**src/rtl/tmon_pkg.sv**
```systemverilog
package tmon_pkg;
  localparam int NUM_LIM = 4;
  localparam logic [7:0] A_REV     = 8'h02;
  localparam logic [7:0] A_VEN0    = 8'h03;
  localparam logic [7:0] A_VEN1    = 8'h04;
  localparam logic [7:0] A_CAP     = 8'h05;
  localparam logic [7:0] A_CLR     = 8'h13;
  localparam logic [7:0] A_ERRCLR  = 8'h14;
  localparam logic [7:0] A_CFG     = 8'h1A;
  localparam logic [7:0] A_LIMBASE = 8'h1C;
  localparam logic [7:0] A_TMP_LO  = 8'h31;
  localparam logic [7:0] A_TMP_HI  = 8'h32;
  localparam logic [7:0] A_STAT    = 8'h33;

  function automatic logic [7:0] odd_par_byte(input logic [6:0] code);
    return {~^code, code};
  endfunction
endpackage

```
**src/rtl/tmon_limit_bank.sv**
```systemverilog
module tmon_limit_bank #(
  parameter int TEMP_W = 11,
  parameter int NUM    = 4,
  parameter int ADDR_W = 8
) (
  input  logic                        clk,
  input  logic                        rst_n,
  input  logic                        wr_en,
  input  logic [ADDR_W-1:0]           addr,
  input  logic [7:0]                  wdata,
  output logic [NUM-1:0][TEMP_W-1:0]  lim
);
  localparam int LO_W = 6;
  localparam int HI_W = TEMP_W - LO_W;

  for (genvar g = 0; g < NUM; g++) begin : g_lim
    localparam logic [ADDR_W-1:0] LO_A = ADDR_W'(int'(tmon_pkg::A_LIMBASE) + 2*g);
    localparam logic [ADDR_W-1:0] HI_A = ADDR_W'(int'(tmon_pkg::A_LIMBASE) + 2*g + 1);
    always_ff @(posedge clk) begin
      if (!rst_n) begin
        lim[g] <= '0;
      end else if (wr_en) begin
        if (addr == LO_A) lim[g][LO_W-1:0]      <= wdata[7:2];
        if (addr == HI_A) lim[g][TEMP_W-1:LO_W] <= wdata[HI_W-1:0];
      end
    end
  end
endmodule

```
**src/rtl/tmon_alarm_eval.sv**
```systemverilog
module tmon_alarm_eval #(
  parameter int TEMP_W = 11,
  parameter int NUM    = 4
) (
  input  logic                        clk,
  input  logic                        rst_n,
  input  logic                        fire,
  input  logic [TEMP_W-1:0]           code,
  input  logic [NUM-1:0][TEMP_W-1:0]  lim,
  input  logic [NUM-1:0]              clr_mask,
  output logic [NUM-1:0]              status
);
  logic [NUM-1:0] hit;

  // even index: upper limit (greater-than); odd index: lower limit (less-than)
  for (genvar g = 0; g < NUM; g++) begin : g_cmp
    if (g % 2 == 0) begin : g_up
      assign hit[g] = $signed(code) > $signed(lim[g]);
    end else begin : g_dn
      assign hit[g] = $signed(code) < $signed(lim[g]);
    end
  end

  always_ff @(posedge clk) begin
    if (!rst_n) status <= '0;
    else        status <= (status & ~clr_mask) | (fire ? hit : '0);
  end
endmodule

```
**src/rtl/tmon_read_mux.sv**
```systemverilog
module tmon_read_mux #(
  parameter int TEMP_W = 11,
  parameter int NUM    = 4,
  parameter int ADDR_W = 8,
  parameter int REV_MAJOR = 2,
  parameter int REV_MINOR = 3,
  parameter logic [6:0] VEN_BANK = 7'h03,
  parameter logic [6:0] VEN_CODE = 7'h32
) (
  input  logic [ADDR_W-1:0]           addr,
  input  logic [NUM-1:0][TEMP_W-1:0]  lim,
  input  logic [TEMP_W-1:0]           temp,
  input  logic [NUM-1:0]              status,
  input  logic                        dis,
  output logic [7:0]                  rdata
);
  import tmon_pkg::*;
  localparam int LO_W = 6;
  localparam int HI_W = TEMP_W - LO_W;
  localparam logic [7:0] REV_BYTE = {2'b00, 2'(REV_MAJOR - 1), 3'(REV_MINOR - 1), 1'b0};

  function automatic logic [7:0] lo_byte(input logic [TEMP_W-1:0] v);
    return {v[LO_W-1:0], 2'b00};
  endfunction
  function automatic logic [7:0] hi_byte(input logic [TEMP_W-1:0] v);
    return 8'(v[TEMP_W-1:LO_W]);
  endfunction

  always_comb begin
    rdata = 8'h00;
    case (8'(addr))
      A_REV:    rdata = REV_BYTE;
      A_VEN0:   rdata = odd_par_byte(VEN_BANK);
      A_VEN1:   rdata = odd_par_byte(VEN_CODE);
      A_CAP:    rdata = 8'h02;
      A_CFG:    rdata = {7'd0, dis};
      A_TMP_LO: rdata = lo_byte(temp);
      A_TMP_HI: rdata = hi_byte(temp);
      A_STAT:   rdata = 8'(status);
      default: begin
        for (int i = 0; i < NUM; i++) begin
          if (8'(addr) == 8'(int'(A_LIMBASE) + 2*i))     rdata = lo_byte(lim[i]);
          if (8'(addr) == 8'(int'(A_LIMBASE) + 2*i + 1)) rdata = hi_byte(lim[i]);
        end
      end
    endcase
  end
endmodule

```
**src/rtl/tmon_regbank.sv**
```systemverilog
module tmon_regbank #(
  parameter int TEMP_W = 11,
  parameter int ADDR_W = 8,
  parameter int REV_MAJOR = 2,
  parameter int REV_MINOR = 3,
  parameter logic [6:0] VEN_BANK = 7'h03,
  parameter logic [6:0] VEN_CODE = 7'h32
) (
  input  logic              clk,
  input  logic              rst_n,
  input  logic              sample_valid,
  output logic              sample_ready,
  input  logic [TEMP_W-1:0] sample_code,
  input  logic [ADDR_W-1:0] reg_addr,
  input  logic [7:0]        reg_wdata,
  input  logic              reg_wr_en,
  input  logic              reg_rd_en,
  output logic [7:0]        reg_rd_data
);
  import tmon_pkg::*;
  localparam int NUM = NUM_LIM;

  logic [NUM-1:0][TEMP_W-1:0] lim;
  logic [TEMP_W-1:0]          temp_q;
  logic [NUM-1:0]             status_q;
  logic [NUM-1:0]             clr_mask;
  logic                       dis_q;
  logic                       fire;
  logic [7:0]                 rd_mux;

  assign sample_ready = 1'b1;
  assign fire     = sample_valid && !dis_q;
  assign clr_mask = (reg_wr_en && 8'(reg_addr) == A_CLR) ? reg_wdata[NUM-1:0] : '0;

  always_ff @(posedge clk) begin
    if (!rst_n) begin
      temp_q <= '0;
      dis_q  <= 1'b0;
    end else begin
      if (fire) temp_q <= sample_code;
      if (reg_wr_en && 8'(reg_addr) == A_CFG) dis_q <= reg_wdata[0];
    end
  end

  always_ff @(posedge clk) begin
    if (!rst_n)         reg_rd_data <= 8'h00;
    else if (reg_rd_en) reg_rd_data <= rd_mux;
  end

  tmon_limit_bank #(.TEMP_W(TEMP_W), .NUM(NUM), .ADDR_W(ADDR_W)) u_lim (
    .clk(clk), .rst_n(rst_n), .wr_en(reg_wr_en), .addr(reg_addr),
    .wdata(reg_wdata), .lim(lim));

  tmon_alarm_eval #(.TEMP_W(TEMP_W), .NUM(NUM)) u_alarm (
    .clk(clk), .rst_n(rst_n), .fire(fire), .code(sample_code), .lim(lim),
    .clr_mask(clr_mask), .status(status_q));

  tmon_read_mux #(.TEMP_W(TEMP_W), .NUM(NUM), .ADDR_W(ADDR_W),
    .REV_MAJOR(REV_MAJOR), .REV_MINOR(REV_MINOR),
    .VEN_BANK(VEN_BANK), .VEN_CODE(VEN_CODE)) u_rmux (
    .addr(reg_addr), .lim(lim), .temp(temp_q), .status(status_q),
    .dis(dis_q), .rdata(rd_mux));
endmodule

```
**config.mk**
```make
export PLATFORM = sky130hd
export DESIGN_NAME = tmon_regbank
export DESIGN_NICKNAME = d
export VERILOG_FILES = /design/src/rtl/tmon_pkg.sv /design/src/rtl/tmon_limit_bank.sv /design/src/rtl/tmon_alarm_eval.sv /design/src/rtl/tmon_read_mux.sv /design/src/rtl/tmon_regbank.sv
export SDC_FILE = /design/constraint.sdc
export NUM_CORES = 1
export LEC_CHECK = 0
export BUFFER_PORTS_ARGS = -buffer_cell sky130_fd_sc_hd__buf_4
export CAP_MARGIN = 5
export CORE_MARGIN = 2
export CORE_UTILIZATION = 48
export DETAILED_ROUTE_END_ITERATION = 16
export PLACE_DENSITY = 0.63
export SETUP_SLACK_MARGIN = 0.3
export SLEW_MARGIN = 0
export SYNTH_ARGS = -nofsm -noshare
export SYNTH_HDL_FRONTEND = slang
export SYNTH_SLANG_ARGS = --single-unit
```
**constraint.sdc**
```tcl
create_clock -name clk -period 2.95 [get_ports clk]
set_input_delay 0.4425 -clock clk [delete_from_list [all_inputs] [get_ports clk]]
set_output_delay 0.4425 -clock clk [all_outputs]
set_load 0.02 [all_outputs]
```
==> impl_metrics.tcl, run 1 <==
set metrics [dict create \
    synth_edf_count 0 \
    cts_resized 0 \
    synth_fa_ha_area_share_pct 12.0 \
    muxShareOfSynthArea_pct 12.0 \
    dp_hpwl_microns 9230 \
    clockRootBuffer "clkbuf_8" \
    clock_latency_ns 0.36 \
    grt_pass1_vias 3540 \
    fin_nets 603 \
    synth_area_per_cell_sq_um 8.68 \
    numPortBuffers 39 \
    synth_top_area_share_pct 31.1 \
    cts_tree "yes" \
    setup_viol 0 \
    layout-drive-gt1-share_pct 13.9 \
    cellPowerDensity_mw_per_mm2 454 \
    combinationalPowerShare_pct 11.8 \
    ant_nets 0 \
    gp_congestion 0.863 \
    n_fill_cell 839 \
    synth-seq-cells 68 \
    start_util_pct 49.8 \
    synth_top_family_by_area "simple AND/OR/NAND/NOR gates" \
    leakage_uw 0.00198 \
    syn-instance-count 505 \
    met3_usage_pct 4.57 \
    sw_frac_of_total_pct 24.6 \
    worstPathArrival_ns 2.34 \
    criticalPathCategory "reg2reg" \
    slew_headroom_pct 59.3 \
    wirelength_microns 12400 \
    synth.distinct_cells 57 \
    fin_crit_ns 2.03 \
    overflow 0 \
    p_switching_uw 555 \
    die_h_microns 99.6 \
    async_flop_share_pct 0 \
    synth-seq-area-share_pct 31.1 \
    seq_area_sq_mm 0.00136 \
    holdWs_ns 0.368 \
    start_kind "flip-flop" \
    cts_buffer_depth 2 \
    fmax_mhz 492 \
    synth-compound-area-share_pct 16.2 \
    syn_area_sq_mm 0.00438 \
    ys_warn_count 0 \
    final_core_util_pct 56.3 \
    yosys.area_share.simple_pct 21.4 \
    fin_tns_setup_ns 0 \
    place_ws_ns 0.589 \
    min_path_type "in2reg" \
    drc 0 \
    p_seq_share_pct 42.1 \
    area_growth_pct 13.1 \
    fp.dieArea_sq_mm 0.00991 \
    num_vias 3613 \
    wl_per_cell_microns 19.4 \
    numCtsBuffers 9 \
    cp_max_fo 3 \
    final_hold_viol_count 0 \
    clockPowerShare_pct 46.2 \
    antenna_found_initial 0 \
    grt_use_met1_pct 35.4 \
    min_period_over_period_pct 68.9 \
    grt_pass1_wl_microns 19500 \
    cts_setup_buffers 0 \
    clock_sinks 68 \
    die_x_microns 99.6 \
    std_cell_rows 34 \
    maxCapViolCount 0 \
    use_met2_pct 41.4 \
    drt_first_pass_iters 4 \
    clk_pin_slew_ns 0.08 \
    multi_input_area_sq_mm 0.00271 \
    core_sq_mm 0.00881 \
    crit_required_ns 3.26 \
    io_pins 41 \
    synth_xor_area_share_pct 0 \
    end_kind "flip-flop" \
    synthesis.nets 579 \
    finClkSkew_ns 0.00783 \
    htree_levels 3 \
    slew_viol_final 0 \
    internal-power_uw 1700 \
    synth_top_area_cell "dfxtp_1" \
    synth_area_leaders "dfxtp_1 31%, ha_1 12%, mux2i_1 8.4%, nor2b_1 5.6%, nand2_1 5.3%" \
    vias_per_cell 5.63 \
    grt_max_degree 70 \
    grt_setup_unrepaired "false" \
    run_status "finished, final reports clean" \
    drt_iter0_drc 148 \
    busiest_layer "met2" \
    diodes 0 \
    peakVddDrop_uv 270 \
    grt_usage_pct 26.1 \
    cts_hold_buf 0 \
    worst_slew_pin_slew_ns 0.605 \
    ys.flop_type "dfxtp_1" \
    setup_slack_ns 0.918 \
]
## Yosys cell counts (2+ instances only)
master	n
clkbuf_1	16
nand2b_1	3
a22o_1	3
nor2b_1	39
nor3_1	7
a21o_1	6
dfxtp_1	68
and3_1	8
and3b_1	2
ha_1	42
mux2_2	2
nand2_1	62
o31ai_1	2
o21ai_0	17
a2111oi_0	5
mux2i_1	37
nand3_1	18
a21boi_0	23
a31oi_1	6
nor4b_1	2
buf_2	9
buf_4	4
o2111ai_1	2
nor4_1	2
nor2_1	9
a211o_1	2
a41oi_1	3
mux4_2	6
nand4_1	9
inv_1	45
nor3b_1	2
a22oi_1	4
a21oi_1	12
o21a_1	5
## cell families (layout without fill, tap and decap cells)
logic type	count (synthesis)	in the layout
simple gates	174	174
compound gates	100	100
buf+inv	75	104
flops	68	68
mux	45	45
fa+ha+maj	42	42
other cells	1	1
## worst max-delay path: stages, from the launching register on
cell and delay [ns]:
dfxtp_1 0.39, inv_1 0.06, ha_1 0.30, a2111oi_0 0.42
buf_4 0.19, o21ai_0 0.08, a41oi_1 0.30, o31ai_1 0.15
nand2_1 0.07
## registers in the layout (all words and copies together), names as in the netlist
register        flops
reg_rd_data         8
dis_q               1
temp_q             11
u_alarm.status      4
u_lim.lim          44
## per-stage QoR
stage               cell area (sq um)  total power (uW)  instances
floorplan                        4380              1120        505
global placement                 4690              1230        626
detailed placement               4690              1230        626
CTS                              4960              2270        642
global route                     4960              2340        642
finish                           4960              2250        642
## area by class of cell
class / instances / area share [%]
multi-input cells: 362 / 54.6
inverters: 45 / 3.41
flip-flops and latches: 68 / 27.5
repair buffers: 43 / 6.51
clock buffers: 10 / 2.57
well taps: 108 / 2.73
clock inverters: 6 / 2.75
## routing by layer
metal / wire [microns] / vias up
li1: - / 1832
met1: 5800 / 1664
met5: 0 / -
met2: 5690 / 95
met3: 617 / 22
met4: 323 / 0
## power by group through the flow
stage	Sequential [uW]	Combinational (uW)	Clock, uW
after global placement	969	260	0
final	948	265	1040
after floorplan	971	147	0
after detailed placement	969	263	0
after CTS	947	265	1060
after global routing	950	293	1090
## cells in the final DEF (no fill, tap or decap), drive strengths merged, types with 2 or more instances in the layout
cell type | Yosys | layout
and3b | 2 | 2
nor3 | 7 | 7
mux2i | 37 | 37
a41oi | 3 | 3
o21ai | 17 | 17
nor2b | 39 | 39
a22o | 4 | 4
nand2 | 62 | 62
nor4b | 3 | 3
clkbuf | 16 | 10
nor4 | 4 | 4
inv | 45 | 45
o2111ai | 2 | 2
nand4 | 10 | 10
a21o | 6 | 6
and3 | 8 | 8
o21a | 5 | 5
dfxtp | 68 | 68
nor3b | 2 | 2
a31oi | 6 | 6
nand2b | 3 | 3
ha | 42 | 42
o31ai | 2 | 2
a2111oi | 6 | 6
a21oi | 12 | 12
a211o | 2 | 2
nand3 | 18 | 18
buf | 14 | 43
a21boi | 23 | 23
mux2 | 2 | 2
a22oi | 4 | 4
bufinv | 0 | 4
nor2 | 10 | 10
mux4 | 6 | 6
## final timing paths
check,from,to,slack (ns),cells past startpoint
hold reg to reg,temp_q[0]$_SDFFE_PN0P_,temp_q[0]$_SDFFE_PN0P_,0.47,2
setup / recovery,u_lim.lim[19]$_SDFFE_PN0P_,u_alarm.status[1]$_SDFF_PN0_,0.92,8
setup reg to reg,u_lim.lim[19]$_SDFFE_PN0P_,u_alarm.status[1]$_SDFF_PN0_,0.92,8
hold / removal,reg_wdata[7],u_lim.lim[16]$_SDFFE_PN0P_,0.37,3
(Power assumes the default switching activity.)
==> inputs of run 2 (changes only) <==
clock period = 2 ns   (was 2.95 ns; I/O delays follow)
==> run 2 against run 1 <==
  * Sequential power increased by 48%
  * Cell count increased by 5.0%
  * Largest power group is now registers
  * Global-route usage increased by 0.60 points
  * Core utilization increased by 2.7 points
==> impl_metrics.tcl, run 2 (same netlist as run 1, synthesis figures left out) <==
set metrics [dict create \
    gp_congestion 0.942 \
    clock_sinks 68 \
    cts_tree "yes" \
    layout-drive-gt1-share_pct 22.1 \
    numPortBuffers 39 \
    dp_hpwl_microns 9800 \
    regMostFlops "u_lim.lim" \
    wirelength_microns 12900 \
    fin_crit_ns 1.76 \
    grt_setup_unrepaired "true" \
    clock_latency_ns 0.36 \
    diodes 0 \
    io_pins 41 \
    htree_levels 3 \
    drc 0 \
    grt_pass1_wl_microns 20200 \
    min_period_over_period_pct 88.2 \
    fin_nets 635 \
    die_x_microns 99.6 \
    criticalPathCategory "reg2reg" \
    clockRootBuffer "clkbuf_8" \
    die_h_microns 99.6 \
    largest_register_ff_count 44 \
    core_sq_mm 0.00881 \
    run_status "finished, final reports clean" \
    fmax_mhz 567 \
    final_hold_viol_count 0 \
    fin_tns_setup_ns 0 \
    grt_usage_pct 26.7 \
    fin_area_sq_mm 0.00519 \
    grt_max_degree 54 \
    n_fill_cell 805 \
    final_common_cell "buf_4" \
    cts_buffer_depth 2 \
    placed_cell_area_sq_mm 0.00492 \
    clk_pin_slew_ns 0.08 \
    rr_worst_depth 8 \
    drt_iter0_drc 225 \
    num_vias 3954 \
    fp.dieArea_sq_mm 0.00991 \
    cts_hold_buf 0 \
    std_cell_rows 34 \
    largest_registers "u_lim.lim (44), temp_q (11), reg_rd_data (8)" \
    cellPowerDensity_mw_per_mm2 547 \
    grt_pass1_vias 3811 \
    drt_first_pass_iters 5 \
    numCtsBuffers 9 \
    dpl.cell_count 656 \
    start_kind "flip-flop" \
    end_kind "flip-flop" \
    area_growth_pct 18.5 \
    setup_viol 0 \
    cp_max_fo 2 \
    crit_required_ns 2.24 \
    leakage_uw 0.00211 \
    vias_per_cell 5.87 \
    final_cell_mix "75 x buf_4, 62 x nand2_1, 62 x dfxtp_1, 44 x inv_1, 39 x nor2b_1" \
    power_uw 2840 \
    peakVddDrop_uv 329 \
    min_path_type "in2reg" \
    antenna_found_initial 0 \
    slew_viol_final 0 \
    final_cells 674 \
    ant_nets 0 \
    wl_per_cell_microns 19.1 \
    maxCapViolCount 0 \
    worstPathArrival_ns 2.01 \
    min_path_cells 3 \
    overflow 0 \
    start_util_pct 49.8 \
    finClkSkew_ns 0.0111 \
]
-- run 2: changes by cell type in the layout (fill, tap and decap cells not counted), moves of 2 or more --
cell	delta
bufinv_16	-4
clkinv_2	+4
buf_4	+32
a2111oi_0	-3
a2111oi_2	+2
ha_1	-5
ha_4	+4
dfxtp_2	+6
dfxtp_1	-6
-- run 2: power breakdown --
part	internal [uW]	switching [uW]
clock network	442	568
logic	194	242
registers	1380	16.9
total	2020	826
-- run 2: repair_timing --
item,4_1_cts,5_1_grt
buffers inserted,1,1
pin swaps,1,4
resized for setup,9,13
setup endpoints to repair,3,15
-- run 2: layout make-up --
class                      instances  area (sq um)  share of cell area (%)
clock inverter                     7          43.8                   0.843
timing repair buffer              75           563                    10.8
clock buffer                       9           124                    2.38
sequential                        68          1370                    26.4
tap                              108           135                    2.60
inverter                          45           169                    3.25
multi-input combinational        362          2790                    53.7
-- run 2: final timing paths --
kind                                  endpoint  slack, ns                         start
hold reg to reg   u_alarm.status[2]$_SDFF_PN0_       0.47  u_alarm.status[2]$_SDFF_PN0_
setup / recovery  u_alarm.status[2]$_SDFF_PN0_       0.24    u_lim.lim[32]$_SDFFE_PN0P_
setup reg to reg  u_alarm.status[2]$_SDFF_PN0_       0.24    u_lim.lim[32]$_SDFFE_PN0P_
hold / removal      u_lim.lim[38]$_SDFFE_PN0P_       0.23                  reg_wdata[7]
-- run 2: metal layers --
layer | part of all wire (%) | routed length (microns) | global-route usage (%) | vias up
met4 | 3.2 | 408 | 11.8 | 0
li1 | - | - | - | 1903
met5 | 0 | 0 | 0 | -
met3 | 5.0 | 650 | 4.01 | 33
met1 | 46 | 5990 | 35.6 | 1887
met2 | 45 | 5850 | 42.7 | 131
-- run 2: stage by stage --
stage / worst slack, ns / hold slack (ns) / utilization [%]
final: 0.236 / 0.234 / 59.0
after global routing: 0.180 / 0.233 / 59.0
after CTS: 0.208 / 0.219 / 58.2
after detailed placement: 0.00451 / 0.463 / 55.9
after global placement: 0.0428 / 0.459 / 55.9
after floorplan: 0.315 / 0.438 / -
-- run 2: worst max-delay path: stages, from the launching register on --
cell and delay [ns]:
dfxtp_2 0.34, inv_2 0.05, ha_4 0.26, inv_1 0.05
or3_4 0.33, a211o_1 0.26, a31o_2 0.22, o2111ai_1 0.08
o21ai_1 0.07
